**src/rtl/serial_rx_pkg.sv**
```systemverilog
package serial_rx_pkg;

    localparam int MAX_BITS = 9;

    typedef enum logic [2:0] {
        ST_IDLE,
        ST_START,
        ST_DATA,
        ST_PAR,
        ST_STOP
    } rx_state_e;

    typedef struct packed {
        logic [MAX_BITS-1:0] data;
        logic                perr;
        logic                ferr;
        logic                ovr;
    } rx_entry_t;

    function automatic logic [3:0] clamp_bits(input logic [3:0] req);
        if (req < 4'd5) return 4'd5;
        if (req > 4'd9) return 4'd9;
        return req;
    endfunction

    function automatic logic majority3(input logic a, input logic b, input logic c);
        return (a & b) | (a & c) | (b & c);
    endfunction

endpackage

```
**src/rtl/rx_sync.sv**
```systemverilog
module rx_sync #(
    parameter int STAGES = 2
) (
    input  logic clk,
    input  logic rst,
    input  logic din,
    output logic dout
);
    logic [STAGES-1:0] chain;

    always_ff @(posedge clk) begin
        if (rst) chain <= '1;
        else     chain <= {chain[STAGES-2:0], din};
    end

    assign dout = chain[STAGES-1];
endmodule

```
**src/rtl/rx_framer.sv**
```systemverilog
module rx_framer
    import serial_rx_pkg::*;
#(
    parameter int OVS = 16
) (
    input  logic      clk,
    input  logic      rst,
    input  logic      rx_en,
    input  logic      tick,
    input  logic      line_s,
    input  logic [3:0] nbits,
    input  logic      par_en,
    input  logic      par_odd,
    output logic      frame_vld,
    output rx_entry_t frame
);
    localparam int CW = $clog2(OVS);
    localparam logic [CW-1:0] S0_AT  = CW'(OVS / 2 - 1);
    localparam logic [CW-1:0] S1_AT  = CW'(OVS / 2);
    localparam logic [CW-1:0] VOTE_AT = CW'(OVS / 2 + 1);
    localparam logic [CW-1:0] END_AT = CW'(OVS - 1);

    rx_state_e           state;
    logic [CW-1:0]       cnt;
    logic [3:0]          bidx;
    logic                s0, s1, acc, perr;
    logic [MAX_BITS-1:0] shreg;
    logic                vote;

    assign vote = majority3(s0, s1, line_s);

    always_ff @(posedge clk) begin
        if (rst || !rx_en) begin
            state     <= ST_IDLE;
            cnt       <= '0;
            bidx      <= '0;
            s0        <= 1'b1;
            s1        <= 1'b1;
            acc       <= 1'b0;
            perr      <= 1'b0;
            shreg     <= '0;
            frame_vld <= 1'b0;
            frame     <= '0;
        end else begin
            frame_vld <= 1'b0;
            if (state == ST_IDLE) begin
                cnt   <= '0;
                bidx  <= '0;
                acc   <= 1'b0;
                perr  <= 1'b0;
                shreg <= '0;
                if (tick && !line_s) state <= ST_START;
            end else if (tick) begin
                cnt <= (cnt == END_AT) ? '0 : cnt + 1'b1;
                if (cnt == S0_AT) s0 <= line_s;
                if (cnt == S1_AT) s1 <= line_s;
                if (cnt == VOTE_AT) begin
                    case (state)
                        ST_START: if (vote) state <= ST_IDLE;
                        ST_DATA: begin
                            shreg[bidx] <= vote;
                            acc         <= acc ^ vote;
                        end
                        ST_PAR:  perr <= acc ^ vote ^ par_odd;
                        ST_STOP: begin
                            frame_vld <= 1'b1;
                            frame     <= '{data: shreg, perr: perr, ferr: !vote, ovr: 1'b0};
                            state     <= ST_IDLE;
                        end
                        default: state <= ST_IDLE;
                    endcase
                end
                if (cnt == END_AT) begin
                    case (state)
                        ST_START: begin
                            state <= ST_DATA;
                            bidx  <= '0;
                        end
                        ST_DATA: begin
                            if (bidx == nbits - 4'd1) begin
                                state <= par_en ? ST_PAR : ST_STOP;
                                bidx  <= '0;
                            end else begin
                                bidx <= bidx + 4'd1;
                            end
                        end
                        ST_PAR:  state <= ST_STOP;
                        default: ;
                    endcase
                end
            end
        end
    end

    AST_VALID_PULSE: assert property (@(posedge clk) disable iff (rst)
        frame_vld |=> !frame_vld);

    AST_NO_PERR_WHEN_OFF: assert property (@(posedge clk) disable iff (rst)
        (frame_vld && !par_en) |-> !frame.perr);

    AST_STOP_FROM_IDLE_ONLY: assert property (@(posedge clk) disable iff (rst)
        (state == ST_IDLE && $past(state) == ST_IDLE && !$past(rst)) |-> !frame_vld);
endmodule

```
**src/rtl/rx_fifo2.sv**
```systemverilog
module rx_fifo2
    import serial_rx_pkg::*;
(
    input  logic       clk,
    input  logic       rst,
    input  logic       flush,
    input  logic       push,
    input  rx_entry_t  wdata,
    input  logic       pop,
    output rx_entry_t  head,
    output logic [1:0] level
);
    rx_entry_t  slot0, slot1;
    logic [1:0] cnt;
    logic       pop_eff, room;
    logic [1:0] widx;

    assign pop_eff = pop && (cnt != 2'd0);
    assign widx    = cnt - {1'b0, pop_eff};
    assign room    = (widx < 2'd2);

    always_ff @(posedge clk) begin
        if (rst || flush) begin
            cnt   <= '0;
            slot0 <= '0;
            slot1 <= '0;
        end else begin
            if (pop_eff) slot0 <= slot1;
            if (push && room) begin
                if (widx == 2'd0) slot0 <= wdata;
                else              slot1 <= wdata;
            end else if (push) begin
                slot1.ovr <= 1'b1;
            end
            cnt <= cnt + {1'b0, push && room} - {1'b0, pop_eff};
        end
    end

    assign head  = slot0;
    assign level = cnt;

    AST_LEVEL_MAX: assert property (@(posedge clk) disable iff (rst)
        level <= 2'd2);

    AST_EMPTY_POP: assert property (@(posedge clk) disable iff (rst || flush)
        (pop && cnt == 2'd0 && !push) |=> (cnt == 2'd0));

    AST_FULL_KEEPS_HEAD: assert property (@(posedge clk) disable iff (rst || flush)
        (push && cnt == 2'd2 && !pop) |=> (cnt == 2'd2 && $stable(slot0) && slot1.ovr));
endmodule

```
**src/rtl/serial_rx.sv**
```systemverilog
module serial_rx
    import serial_rx_pkg::*;
#(
    parameter int OVS       = 16,
    parameter int SYNC_STGS = 2
) (
    input  logic       clk,
    input  logic       rst,
    input  logic       rx_en,
    input  logic       samp_tick,
    input  logic       rx_line,
    input  logic [3:0] rx_bits,
    input  logic [1:0] par_mode,
    input  logic       mpc_en,
    input  logic [7:0] own_addr,
    input  logic       rd_pop,
    output logic [7:0] rd_data,
    output logic       rd_bit9,
    output logic       rx_avail,
    output logic       frm_err,
    output logic       par_err,
    output logic       ovr_err
);
    logic       line_s, fr_vld, listen, keep;
    rx_entry_t  fr, head;
    logic [1:0] level;

    rx_sync #(.STAGES(SYNC_STGS)) u_sync (
        .clk(clk), .rst(rst), .din(rx_line), .dout(line_s)
    );

    rx_framer #(.OVS(OVS)) u_framer (
        .clk(clk), .rst(rst), .rx_en(rx_en), .tick(samp_tick), .line_s(line_s),
        .nbits(clamp_bits(rx_bits)), .par_en(par_mode[1]), .par_odd(par_mode[0]),
        .frame_vld(fr_vld), .frame(fr)
    );

    assign keep = fr_vld && (!mpc_en || fr.data[8] || listen);

    always_ff @(posedge clk) begin
        if (rst || !rx_en) listen <= 1'b0;
        else if (fr_vld && mpc_en && fr.data[8]) listen <= (fr.data[7:0] == own_addr);
    end

    rx_fifo2 u_fifo (
        .clk(clk), .rst(rst), .flush(!rx_en), .push(keep), .wdata(fr),
        .pop(rd_pop), .head(head), .level(level)
    );

    assign rx_avail = (level != 2'd0);
    assign rd_data  = head.data[7:0];
    assign rd_bit9  = head.data[8];
    assign par_err  = rx_avail && head.perr;
    assign frm_err  = rx_avail && head.ferr;
    assign ovr_err  = rx_avail && head.ovr;

    AST_AVAIL_FALL: assert property (@(posedge clk) disable iff (rst)
        $fell(rx_avail) |-> ($past(rd_pop) || !$past(rx_en)));

    AST_MPC_DROP: assert property (@(posedge clk) disable iff (rst || !rx_en)
        (fr_vld && mpc_en && !fr.data[8] && !listen) |=> ($stable(level) || $past(rd_pop)));

    AST_DISABLED_EMPTY: assert property (@(posedge clk) disable iff (rst)
        !rx_en |=> !rx_avail);
endmodule

```
**config.mk**
```make
export PLATFORM = sky130hd
export DESIGN_NAME = serial_rx
export DESIGN_NICKNAME = d
export VERILOG_FILES = /design/src/rtl/serial_rx_pkg.sv /design/src/rtl/rx_sync.sv /design/src/rtl/rx_framer.sv /design/src/rtl/rx_fifo2.sv /design/src/rtl/serial_rx.sv
export SDC_FILE = /design/constraint.sdc
export NUM_CORES = 1
export LEC_CHECK = 0
export BUFFER_PORTS_ARGS = -buffer_cell sky130_fd_sc_hd__buf_2
export CORE_UTILIZATION = 35
export CTS_BUF_LIST = sky130_fd_sc_hd__clkbuf_4 sky130_fd_sc_hd__clkbuf_8
export DETAILED_ROUTE_END_ITERATION = 7
export PLACE_DENSITY = 0.58
export SKIP_CTS_REPAIR_TIMING = 1
export SYNTH_ARGS = -nofsm -noshare
export SYNTH_HDL_FRONTEND = slang
export SYNTH_HIERARCHICAL = 1
export SYNTH_SLANG_ARGS = --single-unit
export TNS_END_PERCENT = 10
```
**constraint.sdc**
```tcl
create_clock -name clk -period 3.35 [get_ports clk]
set_input_delay 0.5025 -clock clk [delete_from_list [all_inputs] [get_ports clk]]
set_output_delay 0.5025 -clock clk [all_outputs]
set_load 0.1 [all_outputs]
```
Yosys cells after proc, flatten, opt, wreduce, memory -nomap -nowiden
Index checks and enable logic that the tools add are counted.
{"block": "totals", "input_bits": 21, "register_bits": 65, "output_inout_bits": 13}
{"block": "op_classes", "bitwise": 11, "muxes": 30, "n_addsub": 6, "eq_ne": 12, "n_reduce_logical": 35, "n_lt_le_gt_ge": 5}
{"operator": "two-way mux 12 bit", "n": 3}
{"operator": "two-way mux 3 bit", "n": 8}
{"operator": "two-way mux 4 bit", "n": 6}
{"operator": "AND reduction 3 bit", "n": 5}
{"operator": "equality test 4 bit (second input constant)", "n": 3}
{"operator": "logical AND 1 bit", "n": 10}
{"operator": "bitwise mux 9 bit", "n": 1}
{"operator": "one-hot mux 3 bit (3 select lines)", "n": 1}
{"operator": "adder 4 x 1 -> 4 bit (second input constant)", "n": 2}
{"operator": "equality test 8 bit", "n": 1}
{"operator": "two-way mux 1 bit", "n": 8}
{"operator": "one-hot mux 4 bit (2 select lines)", "n": 1}
{"operator": "nonzero test 2 bit", "n": 4}
{"operator": "equality test 3 x 2 -> 1 bit (second input constant)", "n": 2}
{"operator": "one-hot mux 3 bit (2 select lines)", "n": 1}
{"operator": "AND reduction 2 bit", "n": 3}
{"operator": "less-than comparator 4 x 5 -> 1 bit (second input constant)", "n": 1}
{"operator": "demux 1 bit (select 4 bit)", "n": 1}
{"operator": "equality test 4 x 3 -> 1 bit (second input constant)", "n": 1}
{"operator": "equality test 4 bit", "n": 1}
{"operator": ">= comparator 4 x 1 -> 1 bit (second input constant)", "n": 1}
{"operator": "greater-than comparator 4 bit (second input constant)", "n": 1}
{"operator": "zero test 1 bit", "n": 4}
{"operator": "less-than comparator 4 x 3 -> 1 bit (second input constant)", "n": 1}
{"operator": "17 further kinds", "n": 29}

Logic depth before layout (Yosys ltp)
Gate-level depths: netlist of the first run.
{"block": "logic_depth", "depth_word": 12, "depth_mapped": 13, "mapped_depth_nobuf": 11}

Hierarchy
The synthesis of the first run kept the hierarchy.
{"module": "rx_framer", "cells_per_inst": 220, "area_per_inst_um2": 1866.8, "instances": 1}
{"module": "rx_fifo2", "cells_per_inst": 142, "area_per_inst_um2": 1149.9, "instances": 1}
{"module": "serial_rx", "cells_per_inst": 29, "area_per_inst_um2": 222.7, "instances": 1}
{"module": "rx_sync", "cells_per_inst": 4, "area_per_inst_um2": 52.6, "instances": 1}

Worst setup path after synthesis of the first run
Ideal clock, no wire load.
{"block": "synth_timing", "kind": "input to register", "start": "input rx_bits[3]", "end": "register u_framer.state[2]", "path_buffers": 0, "arrival_ns": 2.682, "slack_ns": 0.577, "stages": 10, "setup_time_ns": 0.091, "cell_sequence": "inv_1 -> and3_1 -> o21bai_1 -> inv_1 -> ha_1 -> xnor2_1 -> nor4_2 -> a22oi_1 -> or4b_1 -> a311oi_1"}
{"block": "synth_via", "elab_chain_len": 12, "elab_cells_between_ends": 15, "cone_classes": "add/sub (1); order compare (2); eq/ne (1); mux (11)"}
{"element": "start: declaration", "line_no": "serial_rx.sv:12", "rtl": "input logic [3:0] rx_bits,"}
{"element": "greater-than comparator 4 bit", "line_no": "serial_rx_pkg.sv:22", "rtl": "if (req > 4'd9) return 4'd9;"}
{"element": "two-way mux 1 bit (2 in a row)", "line_no": "serial_rx_pkg.sv:22"}
{"element": "two-way mux 4 bit", "line_no": "serial_rx_pkg.sv:23", "rtl": "return req;"}
{"element": "two-way mux 4 bit (*)", "line_no": "serial_rx_pkg.sv:22"}
{"element": "subtractor 4 x 1 -> 4 bit (*)", "line_no": "rx_framer.sv:80", "rtl": "if (bidx == nbits - 4'd1) begin"}
{"element": "equality test 4 bit (*)", "line_no": "rx_framer.sv:80"}
{"element": "two-way mux 3 bit (*)", "line_no": "rx_framer.sv:80"}
{"element": "one-hot mux 3 bit (3 select lines) (*)", "line_no": "rx_framer.sv:74", "rtl": "case (state)"}
{"element": "two-way mux 3 bit (*)", "line_no": "rx_framer.sv:73", "rtl": "if (cnt == END_AT) begin"}
{"element": "two-way mux 3 bit (*)", "line_no": "rx_framer.sv:53", "rtl": "end else if (tick) begin"}
{"element": "two-way mux 3 bit (*)", "line_no": "rx_framer.sv:46", "rtl": "if (state == ST_IDLE) begin"}
{"element": "end signal: assignment", "line_no": "rx_framer.sv:81", "rtl": "state <= par_en ? ST_PAR : ST_STOP;"}
{"element": "end: declaration", "line_no": "rx_framer.sv:23", "rtl": "rx_state_e state;"}
Every way passes the cells marked *; elsewhere a longest branch is shown, timed or not. The select of a mux whose other input is x is not followed.
A chain may end at the register's enable or synchronous reset.

Worst setup path after layout of the first run
Same ends and word-level chain as after synthesis.

==> results of run 1 <==
## worst min-delay path by stage
stage	depth (start not counted)	endpoint	slack, ns
after floorplan	1	u_sync/chain[1]	0.38
after global placement	1	u_sync/chain[1]	0.40
after detailed placement	1	u_sync/chain[1]	0.41
after CTS	2	u_sync/chain[0]	0.33
after global routing	2	u_sync/chain[0]	0.34
final	2	u_sync/chain[0]	0.34
## power by group through the flow
stage          registers, W  clock network, W  logic (W)
2_1_floorplan      0.000792                 0  0.0000370
3_3_place_gp       0.000792                 0  0.0000559
3_5_place_dp       0.000792                 0  0.0000570
4_1_cts            0.000774          0.000689  0.0000571
5_1_grt            0.000774          0.000724  0.0000634
6_report           0.000774          0.000667  0.0000565
## routing by layer
layer	wire (um)	track usage, %	up-vias
li1	-	-	1408
met1	3283	19.05	1244
met2	3168	23.83	67
met5	0	0	-
met4	119	6.315	0
met3	321	3.972	12
## synth_stat cells (all sizes together) (2+ instances only)
| library cell | instances |
|---|---|
| nor4 | 3 |
| clkbuf | 15 |
| nor3 | 7 |
| mux2i | 17 |
| xor2 | 8 |
| or3 | 3 |
| a21oi | 26 |
| and2 | 4 |
| nand2b | 2 |
| nor2 | 30 |
| nand4b | 2 |
| nand3 | 23 |
| nand2 | 56 |
| nand4 | 5 |
| nor2b | 7 |
| buf | 10 |
| or4b | 3 |
| or2 | 3 |
| a31oi | 15 |
| xnor2 | 14 |
| nand3b | 4 |
| inv | 14 |
| dfxtp | 65 |
| ha | 11 |
| and3 | 3 |
| o31ai | 2 |
| o21ai | 27 |
| nor4b | 2 |
## cells by family after synthesis
family          after synthesis  synth area share, %
buf+inv                      39                5.549
other cells                   1               0.1139
xor+xnor                     22                5.853
flops                        65                39.53
compound gates               78                13.68
fa+ha+maj                    12                4.485
mux                          17                5.169
simple gates                161                25.62
## state kept, by name, summed over array words and instances (netlist names), 3 cells and up
signal	count
u_framer/state	3
u_framer/frame	11
u_framer/shreg	9
u_framer/bidx	4
u_fifo/slot1	12
u_fifo/head	12
u_framer/cnt	4
## stage by stage
step	util [%]	std cells	cell area, um^2	setup WS [ns]	power, W
6_report	40.11	533	3689	0.6252	0.001498
3_5_place_dp	37.93	517	3488	0.2675	0.0008494
3_3_place_gp	37.93	517	3488	0.3837	0.0008483
4_1_cts	40.11	533	3689	0.6276	0.001521
2_1_floorplan	-	395	3292	0.5769	0.0008289
5_1_grt	40.11	533	3689	0.3784	0.001562
## worst max-delay path: cells and delay by family
kind	cells	cell delay, ns
compound gates	3	0.66
xor+xnor	1	0.17
fa+ha+maj	1	0.32
buf+inv	3	0.26
simple gates	3	1.07
## layout make-up
cell class / instances / area, um^2
flip-flops and latches: 65 / 1301
multi-input cells: 291 / 1808
well taps: 111 / 138.9
clock buffers: 10 / 131.4
repair buffers: 36 / 187.7
fillers: 961 / 5508
inverters: 14 / 52.55
clock inverters: 6 / 68.82
==> reports/metrics.yaml, run 1 <==
status:
  outcome: "complete, no violations"
worst_setup_path:
  rr_worst_depth: 12
  timing.rr.start: "u_fifo/level[1]"
  crit_required_ns: 3.60
  critPathKind: "in2reg"
  path_cells: "buf_2 > inv_1 > and3_1 > o21bai_1 > inv_1 > ha_1 > xnor2_1 > nor4b_2 > a22oi_1 > or4b_1 > a311oi_1"
  crit_arrival_ns: 2.97
  critPathMaxFanout: 5
  slowest_delay_ns: 0.48
  crit_start: "rx_bits[3]"
  rr_endpoint: "u_fifo/level[1]"
  critPathSlowestCell: "or4b_1"
  reg2reg_setup_slack_ns: 0.65
  cp-start-kind: "input pin"
  end_kind: "register"
  critical_path.most_common_cell: "inv_1"
  worstSetupEndpoint: "u_framer/state[2]"
layout:
  antenna_cells: 0
  mostFrequentLayoutCells: "dfxtp_1 (65), nand2_1 (56), buf_2 (33)"
  syn_to_final_growth_pct: 12.05
  drive_gt1_share_pct: 15.64
  layout_commonest_cell: "dfxtp_1"
  nNetsFinal: 449
synth:
  synthDominantCellAreaShare_pct: 39.53
  synth_top_cell_by_area: "dfxtp_1"
  async_flop_share_pct: 0
  synthFlopType: "dfxtp_1"
  syn_avg_cell_area_um2: 8.334
  ys_ff_latch: 65
  syn_area_um2: 3292
  synth_area_leaders: "dfxtp_1 (40%), nand2_1 (6.4%), mux2i_1 (5.2%)"
  synth_fp_nets: 427
  yosysWarnings: 6
  ys_seq_area_share_pct: 39.53
  synth_edf_count: 0
  synth.distinct_cells: 55
  synthCells: 395
timing:
  maxSlewHeadroom_pct: 53.30
  fin_tns_setup_ns: 0
  hold_slack_ns: 0.3427
  finalHoldViolCount: 0
  period_share_pct: 81.34
  timing.final.max_slew_violations: 0
  fmax_mhz: 367.0
  clock-skew-final_ns: 0.005925
  setup_viol: 0
  rsz0062_at_grt: "false"
  min_period_ns: 2.725
  tightest_slew_ns: 0.6988
clock_tree:
  cts_buffers: 9
  clkTransAtPathRegs_ns: 0.07
  h-tree-depth: 3
  root_buffer: "clkbuf_8"
  cts_tree: "built"
  clockBufferDepth: 2
  clock-sinks: 65
  clk_latency_ns: 0.34
power_and_ir_drop:
  swShare_pct: 23.08
  power.density_nw_per_um2: 406.0
  power_leakage_nw: 1.375
  p_sw_w: 0.0003456
  comb_power_share_pct: 3.8
  internal_power_w: 0.001152
  ir_worst_vdd_uv: 212.5
  clock_power_share_pct: 44.5
  power_frac_seq_pct: 51.7
global_route:
  antenna_found_initial: 0
  grt_overflow_total: 0
  grt_use_total_pct: 14.95
  grt_pass1_wl_mm: 11.71
  grt_start_max_net_pins: 26
  grt_pass1_vias: 2472
routing:
  wirelength_mm: 6.893
  drtIter0Drc: 104
  vias: 2731
  firstDrtPassIters: 4
  wl_per_cell_um: 12.93
  ant_nets: 0
  drc_errors: 0
  via_per_inst: 5.124
die:
  rows: 35
  io_pins: 34
  die_w_um: 98.98
  die-area_um2: 9797
  start_util_pct: 35.80
  die_h_um: 98.98
  core-area_um2: 9196
placed_design:
  gp_congestion: 0.7232
  hpwl_mm: 4.937
  place.port_buffers: 33
min_path:
  min_from: "rx_line"
  min_path_type: "in2reg"
run:
  cap_violations: 0
No activity file was read; power rests on OpenSTA's default activity.
==> run 2, diff against run 1 <==
--- a/config.mk
+++ b/config.mk
@@ -9,7 +9,7 @@
 export CORE_UTILIZATION = 35
 export CTS_BUF_LIST = sky130_fd_sc_hd__clkbuf_4 sky130_fd_sc_hd__clkbuf_8
 export DETAILED_ROUTE_END_ITERATION = 7
-export PLACE_DENSITY = 0.58
+export PLACE_DENSITY = 0.6
 export SKIP_CTS_REPAIR_TIMING = 1
 export SYNTH_ARGS = -nofsm -noshare
 export SYNTH_HDL_FRONTEND = slang
==> constraint.sdc (replaced) <==
create_clock -name clk -period 2.5 [get_ports clk]
set_input_delay 0.375 -clock clk [delete_from_list [all_inputs] [get_ports clk]]
set_output_delay 0.375 -clock clk [all_outputs]
set_load 0.1 [all_outputs]
==> run 2 against run 1 <==
Critical path depth unchanged. Clock skew is 0.0029 ns higher. Clock-buffer cell count decreased by 1. Critical path type unchanged. Critical endpoint unchanged. Highest routed layer unchanged.
==> reports/metrics.yaml, run 2 (synthesis results as in run 1) <==
layout:
  mostFrequentLayoutCells: "dfxtp_1 (65), nand2_1 (56), buf_2 (33)"
  nNetsFinal: 459  # +2.2%
  layout_commonest_cell: "dfxtp_1"
  design_area_um2: 3786  # +2.6%
  drive_gt1_share_pct: 18.06  # +2.4 points
  fin_util_pct: 41.17  # +1.1 points
  antenna_cells: 0  # unchanged
  syn_to_final_growth_pct: 15.01
timing:
  setup_viol: 0  # unchanged
  tightest_slew_ns: 0.7173  # +0.01846 ns
  maxSlewHeadroom_pct: 52.00  # -1.3 points
  rsz0062_at_grt: "false"
  period_share_pct: 88.92
  finalHoldViolCount: 0  # unchanged
  min_period_ns: 2.223
  fmax_mhz: 449.8
  clock-skew-final_ns: 0.008832  # +0.002907 ns
  timing.final.max_slew_violations: 0  # unchanged
die:
  io_pins: 34  # unchanged
  die_w_um: 98.98  # unchanged
  die_h_um: 98.98  # unchanged
  rows: 35  # unchanged
  start_util_pct: 35.80  # unchanged
  core-area_um2: 9196  # unchanged
  die-area_um2: 9797  # unchanged
global_route:
  grt_start_max_net_pins: 26  # unchanged
  grt_overflow_total: 0  # unchanged
  grt_pass1_wl_mm: 11.98  # +2.3%
  grt_pass1_vias: 2625  # +6.2%
  antenna_found_initial: 0  # unchanged
  grt_use_total_pct: 15.03  # +0.086 points
routing:
  vias: 2773  # +1.5%
  ant_nets: 0  # unchanged
  drc_errors: 0  # unchanged
  drtIter0Drc: 137  # +32%
  firstDrtPassIters: 4  # unchanged
  wl_per_cell_um: 12.77  # -1.2%
  wirelength_mm: 6.935  # +0.61%
  via_per_inst: 5.107  # -0.33%
clock_tree:
  clkTransAtPathRegs_ns: 0.07  # about the same
  clockBufferDepth: 2  # unchanged
  cts_buffers: 9  # unchanged
  clk_latency_ns: 0.34  # about the same
  root_buffer: "clkbuf_8"
  cts_tree: "built"
  clock-sinks: 65  # unchanged
  h-tree-depth: 3  # unchanged
worst_setup_path:
  cp-start-kind: "input pin"
  crit_start: "rx_bits[3]"
  rr_endpoint: "u_fifo/level[1]"
  critPathKind: "in2reg"
  timing.rr.start: "u_fifo/level[0]"
  critPathMaxFanout: 3  # -2
  worstSetupEndpoint: "u_framer/state[2]"
  crit_arrival_ns: 2.47  # -0.50 ns
  reg2reg_setup_slack_ns: 0.33  # -0.32 ns
  crit_required_ns: 2.74  # -0.86 ns
  end_kind: "register"
  rr_worst_depth: 11  # -1
power_and_ir_drop:
  power.density_nw_per_um2: 534.5  # +32%
  power_leakage_nw: 1.437  # +4.5%
  power_frac_seq_pct: 51.3  # -0.4 points
  comb_power_share_pct: 4.4  # +0.6 points
  p_sw_w: 0.0004758  # +38%
  clock_power_share_pct: 44.4  # about the same
  internal_power_w: 0.001548  # +34%
  swShare_pct: 23.51  # +0.43 points
  ir_worst_vdd_uv: 372.6  # +75%
placed_design:
  post_dp_cell_area_um2: 3583  # +2.7%
  gp_congestion: 0.8046  # +11%
  hpwl_mm: 5.086  # +3.0%
  place.port_buffers: 33  # unchanged
min_path:
  min_path_type: "in2reg"
status:
  outcome: "complete, no violations"
run:
  cap_violations: 0  # unchanged
run 2: worst min-delay path by stage:
stage                 endpoint  cells after the start  slack [ns]            start
2_1_floorplan  u_sync/chain[1]                      1        0.38  u_sync/chain[0]
3_3_place_gp   u_sync/chain[1]                      1        0.40  u_sync/chain[0]
3_5_place_dp   u_sync/chain[1]                      1        0.40  u_sync/chain[0]
4_1_cts        u_sync/chain[0]                      2        0.21          rx_line
5_1_grt        u_sync/chain[0]                      2        0.21          rx_line
6_report       u_sync/chain[0]                      2        0.22          rx_line
run 2: critical path, cell delays in order:
cell	delay [ns]
buf_2	0.09
inv_1	0.05
and3_1	0.19
o21bai_1	0.17
inv_1	0.10
ha_4	0.22
xnor2_2	0.14
nor4b_2	0.27
a22oi_1	0.13
or4b_1	0.47
a311oi_1	0.25
run 2: final cells by class:
cell class | count | area [um^2]
clock buffers | 9 | 123.9
clock inverters | 7 | 78.83
fillers | 950 | 5410
inverters | 14 | 52.55
multi-input cells | 291 | 1828
flip-flops and latches | 65 | 1301
well taps | 111 | 138.9
repair buffers | 46 | 262.8
run 2: stage by stage:
stage	hold slack (ns)	std cells	worst slack [ns]	power (W)	TNS, ns
global placement	0.3960	527	0.01945	0.001148	0
CTS	0.2088	543	0.2779	0.002059	0
finish	0.2192	543	0.2770	0.002024	0
global route	0.2102	543	0.1199	0.002107	0
detailed placement	0.3991	527	-0.08305	0.001150	-0.1420
floorplan	0.3832	395	0.006783	0.001114	0
run 2: power by group through the flow:
stage / clock, W / combinational [W] / sequential, W
floorplan: 0 / 0.0000526 / 0.00106
global placement: 0 / 0.0000864 / 0.00106
detailed placement: 0 / 0.0000886 / 0.00106
CTS: 0.000933 / 0.0000888 / 0.00104
global route: 0.000973 / 0.0000966 / 0.00104
finish: 0.000898 / 0.0000882 / 0.00104
run 2: routing by layer:
metal	GRT usage, %	routed length [um]	vias up
met2	24.96	3308	51
met1	19.03	3284	1285
li1	-	-	1429
met5	0	0	-
met4	4.248	67	0
met3	4.184	274	8
==> run 3, diff against run 2 <==
--- a/config.mk
+++ b/config.mk
@@ -10,6 +10,7 @@
 export CTS_BUF_LIST = sky130_fd_sc_hd__clkbuf_4 sky130_fd_sc_hd__clkbuf_8
 export DETAILED_ROUTE_END_ITERATION = 7
 export PLACE_DENSITY = 0.6
+export RECOVER_POWER = 25
 export SKIP_CTS_REPAIR_TIMING = 1
 export SYNTH_ARGS = -nofsm -noshare
 export SYNTH_HDL_FRONTEND = slang
==> run 3 against run 2 <==
Sequential power about the same. Critical path depth did not move. Combinational power shrank 0.7%. Highest routed layer unchanged. Sequential cell count stayed put. Non-clock buffer count unchanged. Utilization decreased by 0.22 points. Largest cell class unchanged. Clock skew about the same.
==> reports/metrics.yaml, run 3 (synthesis results as in run 1) <==
global_route:
  grt_use_met1_pct: 19.03  # unchanged
  use_met2_pct: 24.96  # unchanged
  busiest_layer: "met2"
  grt_pass1_wl_mm: 11.98  # unchanged
  grt_use_met3_pct: 4.184  # unchanged
  grt_overflow_total: 0  # unchanged
  antenna_found_initial: 0  # unchanged
  grt_pass1_vias: 2625  # unchanged
  grt_use_total_pct: 15.03  # unchanged
  grt_start_max_net_pins: 26  # unchanged
timing:
  timing.final.max_slew_violations: 0  # unchanged
  min_period_ns: 2.222  # -0.0005210 ns
  fin_tns_setup_ns: 0  # unchanged
  tightest_slew_ns: 1.177  # +0.4594 ns
  period_share_pct: 88.90  # about the same
  worst_slack_ns: 0.2775  # +0.0005210 ns
  rsz0062_at_grt: "false"
  clock-skew-final_ns: 0.008884  # +0.00005173 ns
  fmax_mhz: 449.9  # about the same
  finalHoldViolCount: 0  # unchanged
  maxSlewHeadroom_pct: 21.89  # -30 points
  setup_viol: 0  # unchanged
routing:
  firstDrtPassIters: 4  # unchanged
  ant_nets: 0  # unchanged
  drc_errors: 0  # unchanged
  vias: 2792  # +0.69%
  drtIter0Drc: 138  # +0.73%
  via_per_inst: 5.142  # +0.69%
  wirelength_mm: 6.977  # +0.61%
  wl_per_cell_um: 12.85  # +0.61%
worst_setup_path:
  rr_worst_depth: 11  # unchanged
  critPathKind: "in2reg"
  crit_arrival_ns: 2.47  # about the same
  critPathMaxFanout: 3  # unchanged
  reg2reg_setup_slack_ns: 0.33  # about the same
  rr_endpoint: "u_fifo/level[1]"
  end_kind: "register"
  cp-start-kind: "input pin"
  crit_required_ns: 2.74  # about the same
  timing.rr.start: "u_fifo/level[0]"
power_and_ir_drop:
  p_sw_w: 0.0004753  # about the same
  power.density_nw_per_um2: 537.1  # +0.49%
  clock_power_share_pct: 44.4  # about the same
  power_leakage_nw: 1.384  # -3.7%
  comb_power_share_pct: 4.3  # about the same
  power_frac_seq_pct: 51.3  # about the same
  swShare_pct: 23.50  # about the same
  ir_worst_vdd_uv: 372.7  # about the same
  internal_power_w: 0.001548  # about the same
placed_design:
  gp_congestion: 0.8046  # unchanged
  place.port_buffers: 33  # unchanged
  dp_slack_ns: -0.08305  # unchanged
  hpwl_mm: 5.086  # unchanged
  post_dp_cell_area_um2: 3583  # unchanged
clock_tree:
  root_buffer: "clkbuf_8"
  clkTransAtPathRegs_ns: 0.07  # about the same
  h-tree-depth: 3  # unchanged
  cts_buffers: 9  # unchanged
  clockBufferDepth: 2  # unchanged
  clk_latency_ns: 0.34  # about the same
  clock-sinks: 65  # unchanged
  cts_tree: "built"
layout:
  fin_util_pct: 40.95  # -0.22 points
  nNetsFinal: 459  # unchanged
  drive_gt1_share_pct: 15.51  # -2.5 points
  antenna_cells: 0  # unchanged
  layout_commonest_cell: "dfxtp_1"
  design_area_um2: 3766  # -0.53%
  syn_to_final_growth_pct: 14.41
  mostFrequentLayoutCells: "dfxtp_1 (65), nand2_1 (56), nor2_1 (30)"
min_path:
  holdPathEnd: "u_sync/chain[0]"
  min_from: "rx_line"
  hold_depth: 2  # unchanged
  min_path_type: "in2reg"
die:
  start_util_pct: 35.80  # unchanged
  io_pins: 34  # unchanged
  die_w_um: 98.98  # unchanged
  core-area_um2: 9196  # unchanged
  die_h_um: 98.98  # unchanged
  die-area_um2: 9797  # unchanged
  rows: 35  # unchanged
status:
  outcome: "complete, no violations"
run:
  cap_violations: 0  # unchanged
[run 3: cell types whose count changed in the layout (fill, tap and decap cells not counted), sizes merged]
cell	before	now
buf	46	36
clkbuf	9	19
[run 3: how the worst max path moves through the flow]
stage / from / end / depth (start not counted) / slack (ns)
floorplan: rx_bits[3] / u_framer/state[2] / 10 / 0.007
global placement: rx_bits[3] / u_framer/state[2] / 11 / 0.02
detailed placement: rx_bits[3] / u_framer/state[2] / 11 / -0.08
CTS: rx_bits[3] / u_framer/state[2] / 11 / 0.28
global route: rx_bits[3] / u_framer/state[2] / 11 / 0.12
finish: rx_bits[3] / u_framer/state[2] / 11 / 0.28
[run 3: stage by stage]
step	power [W]	hold WS, ns	cells
floorplan	0.001114	0.3832	395
global placement	0.001148	0.3960	527
detailed placement	0.001150	0.3991	527
CTS	0.002059	0.2088	543
global route	0.002106	0.2102	543
finish	0.002023	0.2185	543
[run 3: area by class of cell]
cell class	instances	area [um^2]
Fill cell	958	5430
Multi-Input combinational cell	291	1821
Sequential cell	65	1301
Timing Repair Buffer	46	250.2
Tap cell	111	138.9
Clock buffer	9	123.9
Clock inverter	7	78.83
Inverter	14	52.55
[run 3: worst max-delay path, cell delays in order]
cell and delay (ns):
buf_2 0.09, inv_1 0.05, and3_1 0.19, o21bai_1 0.17, inv_1 0.10, ha_4 0.22, xnor2_2 0.14, nor4b_2 0.27
a22oi_1 0.13, or4b_1 0.47, a311oi_1 0.25
[run 3: power by group through the flow]
stage / clock network [W] / registers [W] / logic, W
2_1_floorplan: 0 / 0.00106 / 0.0000526
3_3_place_gp: 0 / 0.00106 / 0.0000864
3_5_place_dp: 0 / 0.00106 / 0.0000886
5_1_grt: 0.000973 / 0.00104 / 0.0000959
4_1_cts: 0.000933 / 0.00104 / 0.0000888
6_report: 0.000898 / 0.00104 / 0.0000876
[run 3: routing by layer]
layer / vias to the layer above / wire length [um]
li1: 1429 / -
met1: 1298 / 3325
met2: 57 / 3308
met3: 8 / 276
met4: 0 / 67
met5: - / 0
